==> src/rtl/brc_pkg.sv <==
package brc_pkg;

   typedef struct packed {
      logic n;
      logic z;
      logic v;
      logic c;
   } brc_flags_t;

   typedef enum logic [3:0] {
      BRC_NEVER = 4'd0,  BRC_EQ  = 4'd1,  BRC_LE  = 4'd2,  BRC_LT  = 4'd3,
      BRC_LEU   = 4'd4,  BRC_CS  = 4'd5,  BRC_NEG = 4'd6,  BRC_VS  = 4'd7,
      BRC_ALWAYS= 4'd8,  BRC_NE  = 4'd9,  BRC_GT  = 4'd10, BRC_GE  = 4'd11,
      BRC_GU    = 4'd12, BRC_CC  = 4'd13, BRC_POS = 4'd14, BRC_VC  = 4'd15
   } brc_cond_e;

endpackage

==> src/rtl/brc_cond_eval.sv <==
module brc_cond_eval
   import brc_pkg::*;
(
   input  brc_flags_t flags,
   input  logic [3:0] code,
   output logic       hit
);
   logic base;

   // Lower half defines the test; bit 3 inverts it
   always_comb begin
      case (code[2:0])
         3'd0:    base = 1'b0;
         3'd1:    base = flags.z;
         3'd2:    base = flags.z | (flags.n ^ flags.v);
         3'd3:    base = flags.n ^ flags.v;
         3'd4:    base = flags.c | flags.z;
         3'd5:    base = flags.c;
         3'd6:    base = flags.n;
         default: base = flags.v;
      endcase
      hit = base ^ code[3];
   end

   always_comb begin
      if (code == BRC_ALWAYS) assert (hit) else $error("AST_ALWAYS_HITS");
      if (code == BRC_NEVER)  assert (!hit) else $error("AST_NEVER_MISSES");
   end
endmodule

==> src/rtl/brc_target_calc.sv <==
module brc_target_calc #(
   parameter int ADDR_W = 32,
   parameter int DISP_W = 22
) (
   input  logic [ADDR_W-1:0] pc,
   input  logic [DISP_W-1:0] disp,
   output logic [ADDR_W-1:0] target
);
   localparam int EXT_W = ADDR_W - DISP_W - 2;

   logic [ADDR_W-1:0] offset;

   generate
      if (EXT_W > 0) begin : g_ext
         assign offset = {{EXT_W{disp[DISP_W-1]}}, disp, 2'b00};
      end else begin : g_trunc
         assign offset = {disp[ADDR_W-3:0], 2'b00};
      end
   endgenerate

   assign target = pc + offset;
endmodule

==> src/rtl/brc_unit.sv <==
module brc_unit
   import brc_pkg::*;
#(
   parameter int ADDR_W  = 32,
   parameter int DISP_W  = 22,
   parameter bit ALT_EN  = 1'b1
) (
   input  logic              clk,
   input  logic              rst_n,
   input  logic              is_branch,
   input  logic [3:0]        cond_sel,
   input  logic              annul_bit,
   input  logic              use_alt,
   input  logic [3:0]        int_flags,
   input  logic [3:0]        alt_flags,
   input  logic [ADDR_W-1:0] pc,
   input  logic [DISP_W-1:0] disp,
   output logic              taken,
   output logic              annul_next,
   output logic [ADDR_W-1:0] target
);
   localparam int MIN_ADDR_W = 8;

   generate
      if (ADDR_W < MIN_ADDR_W) begin : g_bad_addr
         $error("brc_unit: ADDR_W too small");
      end
      if (DISP_W < 2 || DISP_W > ADDR_W - 2) begin : g_bad_disp
         $error("brc_unit: DISP_W out of range");
      end
   endgenerate

   brc_flags_t sel_flags;
   logic       hit;
   logic       taken_d;
   logic       annul_d;
   logic [ADDR_W-1:0] target_d;
   logic       past_ok;

   generate
      if (ALT_EN) begin : g_alt
         assign sel_flags = use_alt ? brc_flags_t'(alt_flags) : brc_flags_t'(int_flags);
      end else begin : g_int_only
         logic unused_alt;
         assign unused_alt = use_alt ^ (^alt_flags);
         assign sel_flags  = brc_flags_t'(int_flags);
      end
   endgenerate

   brc_cond_eval u_eval (
      .flags (sel_flags),
      .code  (cond_sel),
      .hit   (hit)
   );

   brc_target_calc #(.ADDR_W(ADDR_W), .DISP_W(DISP_W)) u_tgt (
      .pc     (pc),
      .disp   (disp),
      .target (target_d)
   );

   assign taken_d = is_branch & hit;
   assign annul_d = is_branch & annul_bit & (~hit | (cond_sel == BRC_ALWAYS));

   always_ff @(posedge clk) begin
      if (!rst_n) begin
         taken      <= 1'b0;
         annul_next <= 1'b0;
         target     <= '0;
         past_ok    <= 1'b0;
      end else begin
         taken      <= taken_d;
         annul_next <= annul_d;
         target     <= target_d;
         past_ok    <= 1'b1;
      end
   end

   AST_TAKEN_NEEDS_BRANCH: assert property (@(posedge clk) disable iff (!rst_n)
      past_ok && taken |-> $past(is_branch));
   AST_NO_ANNUL_WITHOUT_BIT: assert property (@(posedge clk) disable iff (!rst_n)
      past_ok && annul_next |-> $past(annul_bit) && $past(is_branch));
   AST_UNTAKEN_ANNULS: assert property (@(posedge clk) disable iff (!rst_n)
      past_ok && $past(is_branch && annul_bit) && !taken |-> annul_next);
   AST_ALWAYS_SQUASHES: assert property (@(posedge clk) disable iff (!rst_n)
      past_ok && $past(is_branch && annul_bit && cond_sel == 4'd8)
      |-> taken && annul_next);
endmodule

==> config.mk <==
export PLATFORM = sky130hd
export DESIGN_NAME = brc_unit
export DESIGN_NICKNAME = d
export VERILOG_FILES = /design/src/rtl/brc_pkg.sv /design/src/rtl/brc_cond_eval.sv /design/src/rtl/brc_target_calc.sv /design/src/rtl/brc_unit.sv
export SDC_FILE = /design/constraint.sdc
export NUM_CORES = 1
export LEC_CHECK = 0
export BUFFER_PORTS_ARGS = -buffer_cell sky130_fd_sc_hd__buf_2
export CORE_MARGIN = 8
export CORE_UTILIZATION = 52
export CTS_CLUSTER_DIAMETER = 120
export DETAILED_ROUTE_END_ITERATION = 7
export PLACE_DENSITY = 0.82
export SETUP_SLACK_MARGIN = 0.2
export SLEW_MARGIN = 20
export SYNTH_ARGS = -nofsm -noshare
export SYNTH_HDL_FRONTEND = slang
export SYNTH_SLANG_ARGS = --single-unit
==> constraint.sdc <==
create_clock -name clk -period 6.75 [get_ports clk]
set_clock_uncertainty 0.2 [all_clocks]
set_input_delay 1.35 -clock clk [delete_from_list [all_inputs] [get_ports clk]]
set_output_delay 1.35 -clock clk [all_outputs]
set_load 0.01 [all_outputs]
==> summary.md <==
| Metric | Value |
|---|---|
| Run status | finished clean |
| Number of global-route vias before repair | around 2.5k |
| Nets | 487 |
| Reported leakage power | about 1.6 nW |
| Sinks on Clock Net | 34 |
| Most frequent cell after synthesis | sky130_fd_sc_hd__dfxtp_1 |
| Cell taking the most area after synthesis | sky130_fd_sc_hd__dfxtp_1 |
| Antenna violations before repair | 0 |
| Cell Pwr Density | 205 nW/um2 |
| Gate count after technology mapping | between 200 and 300 |
| Starting utilization of the core area | around 53% |
| Family of cells with the greatest summed delay on the critical path | compound AO/OA/AOI/OAI gates |
| Tightest Hold Check Type | primary input to register |
| CTS clk-pin slew, worst paths | ~0.080 ns |
| Number of storage elements in the synthesis netlist | 34 |
| Longest individual stage delay on the worst path | 0.40 ns |
| Count of unique library cells instantiated by Yosys | 56 |
| Slew Viols, Final | 0 |
| Total of max-cap violations | 0 |
| Wire length of the first global-routing pass | 10.9 mm |
| Final setup fails | 0 |
| Detailed-router iteration count before antenna repair | 4 |
| Sort of element at the start of the critical path | primary input |
| Die area | 7250 um2 |
| H-tree depth reported by CTS | 2 |
| Wire length reported by the detailed router | 6.52 mm |
| Share of the synthesized area in the top cell type | 27.4% |
| Total routing usage reported by global routing | 18.1% |
| Via density per instance | 5.47 |
| Portion of the post-synthesis area used by sequential elements | a little over a quarter |
| Unrepaired setup endpoints after global routing | no |
| CTS tree | done |
| Number of buffers inserted for hold repair after clock tree synthesis | 0 |
| Top post-synthesis cells by area | sky130_fd_sc_hd__dfxtp_1, sky130_fd_sc_hd__ha_1, sky130_fd_sc_hd__a21o_1 |
| FF+latch area | 681 um2 |
| Post-synthesis net count | 381 |
| Number of cells upsized or downsized after cts | 0 |
| Number of enable flip-flop cells after synthesis | 0 |
| Horiz. Die Dim | 85.1 um |
| Yosys warns | 0 |
| Syn Std Cell Area | 2480 um2 |
| Number of post-CTS setup repair buffers | 0 |
| Most common library cells after synthesis | sky130_fd_sc_hd__dfxtp_1, sky130_fd_sc_hd__ha_1, sky130_fd_sc_hd__nor2_1 |
| Final Critical Period | 3.76 ns |
| Max-Slew Margin vs Limit | 52.7% |
| Fillers | 405 |
| Mean Syn Cell Area | 8.87 um2 |
| Critical Path RT | just under 7 ns |
| Total power after layout | ~0.00065 W |
| CP Max Fanout | 3 |
| Crit end category | register |
| Root Buffer Master | sky130_fd_sc_hd__clkbuf_8 |
| Core area | 4660 um2 |
| Top-level I/O count | 105 |
| Worst supply voltage drop on vdd | 0.0923 mV |
| Placer congestion estimate | 0.841 |
| Count of unresolved DRC violations after routing | 0 |
| Worst Tran Pin Value | 0.709 ns |
| Predominant post-synthesis flop cell | sky130_fd_sc_hd__dfxtp_1 |
| Kind of critical path | primary input to register |
| Cell chain of the critical path | buf_2, ha_1, inv_1, fa_1, nor2b_1, o31a_1, o221ai_1, a21o_1, and2_1, o31ai_1, a31oi_1, mux2i_1 |
| Residual antenna-violating net count after detailed routing | 0 |
| Critical path buffers and inverters | 2 |
| Fin crit share | 55.6% |
| Average wire length per cell after detail routing | 14.8 um |
| Multi-input combinational cell area | 1750 um2 |
| Largest net degree at the start of global routing | 24 |
| Setup TNS | 0 ns |
| Hold Vio Cnt, Final | 0 |
| Via count | 2,412 |
| Number of buffers inserted during clock tree synthesis | 5 |
| CP Data Arrival Time | roughly 3.7 ns |
| Diodes inserted | 0 |
| # port buffers | 104 |
| Maximum number of buffers from clock root to sink | 2 |
| Share of flip-flops with an asynchronous set or reset after synthesis | 0% |
| Std cell rows | 25 |
| Proportion of layout cells with a drive suffix above 1 | 32.8% |
| Cell with the biggest individual delay on the critical path | sky130_fd_sc_hd__o31ai_1 |
| Area delta synth->final | 27.0% |
| Drt initial violations | 78 |
| Maximum clock frequency | 266 MHz |
| Die Y-Extent | 85.1 um |
| HPWL after DPL | roughly 5.3 mm |
| Remaining global-route overflow | 0 |
[through the flow]
step,setup WS (ns),instances,util (%),hold WS [ns],area (um2)
6_report,2.99,441,67.7,1.06,3160
5_1_grt,2.87,441,67.7,1.06,3160
4_1_cts,3.05,441,67.7,1.06,3160
3_5_place_dp,2.75,433,65.4,1.37,3050
3_3_place_gp,2.81,433,65.4,1.35,3050
2_1_floorplan,3.01,280,-,1.26,2480
[path summary, 6_finish.rpt]
kind | from | to | slack [ns] | cells after the start
worst max-delay path | pc[2] | target[28]$_SDFF_PN0_ | 2.99 | 12
worst min-delay path | pc[0] | target[0]$_SDFF_PN0_ | 1.06 | 2
[power by group]
group / internal, W / switching [W] / total, W
registers: 0.000225 / 0.00000552 / 0.000231
logic: 0.000105 / 0.000121 / 0.000226
clock network: 0.000109 / 0.0000812 / 0.000190
[per-layer routing]
layer	vias to the layer above	GRT usage (%)	part of all wire [%]
li1	1248	-	-
met1	1076	20.6	45
met2	82	30.6	46
met3	6	6.66	8.2
met4	0	5.34	1.1
met5	-	0	0
[state kept, by name, indices dropped and copies added (netlist names)]
signal and count:
annul_next 1, target 32, taken 1
[placed cells by master (no fill, tap or decap), types with 10 or more instances in the layout]
| master | netlist | layout |
|---|---|---|
| sky130_fd_sc_hd__and2_1 | 10 | 10 |
| sky130_fd_sc_hd__a21oi_1 | 15 | 15 |
| sky130_fd_sc_hd__nor3_1 | 11 | 11 |
| sky130_fd_sc_hd__a21o_1 | 16 | 16 |
| sky130_fd_sc_hd__nor2_1 | 27 | 27 |
| sky130_fd_sc_hd__ha_1 | 29 | 29 |
| sky130_fd_sc_hd__xnor2_1 | 11 | 11 |
| sky130_fd_sc_hd__dfxtp_1 | 34 | 34 |
| sky130_fd_sc_hd__buf_2 | 0 | 104 |
| sky130_fd_sc_hd__nand2_1 | 17 | 17 |
[final cells by class]
cell class              instances  share of cell area (%)
clock inverters                 3                    1.27
multi-input cells             233                    55.4
flip-flops and latches         34                    21.6
clock buffers                   5                    2.18
repair buffers                104                    16.5
well taps                      54                    2.14
inverters                       8                   0.952
[cell families (layout without fill, tap and decap cells)]
| logic type | after synthesis | after routing | share of synthesized area [%] |
|---|---|---|---|
| muxes | 8 | 8 | 3.93 |
| buffers and inverters | 13 | 120 | 2.27 |
| DFF | 34 | 34 | 27.4 |
| xor gates and xnor gates | 19 | 19 | 6.70 |
| and+or+nand+nor | 89 | 89 | 17.8 |
| AOI/OAI and AO/OA | 87 | 87 | 26.5 |
| adders and majority gates | 30 | 30 | 15.4 |
(Power assumes the default switching activity.)
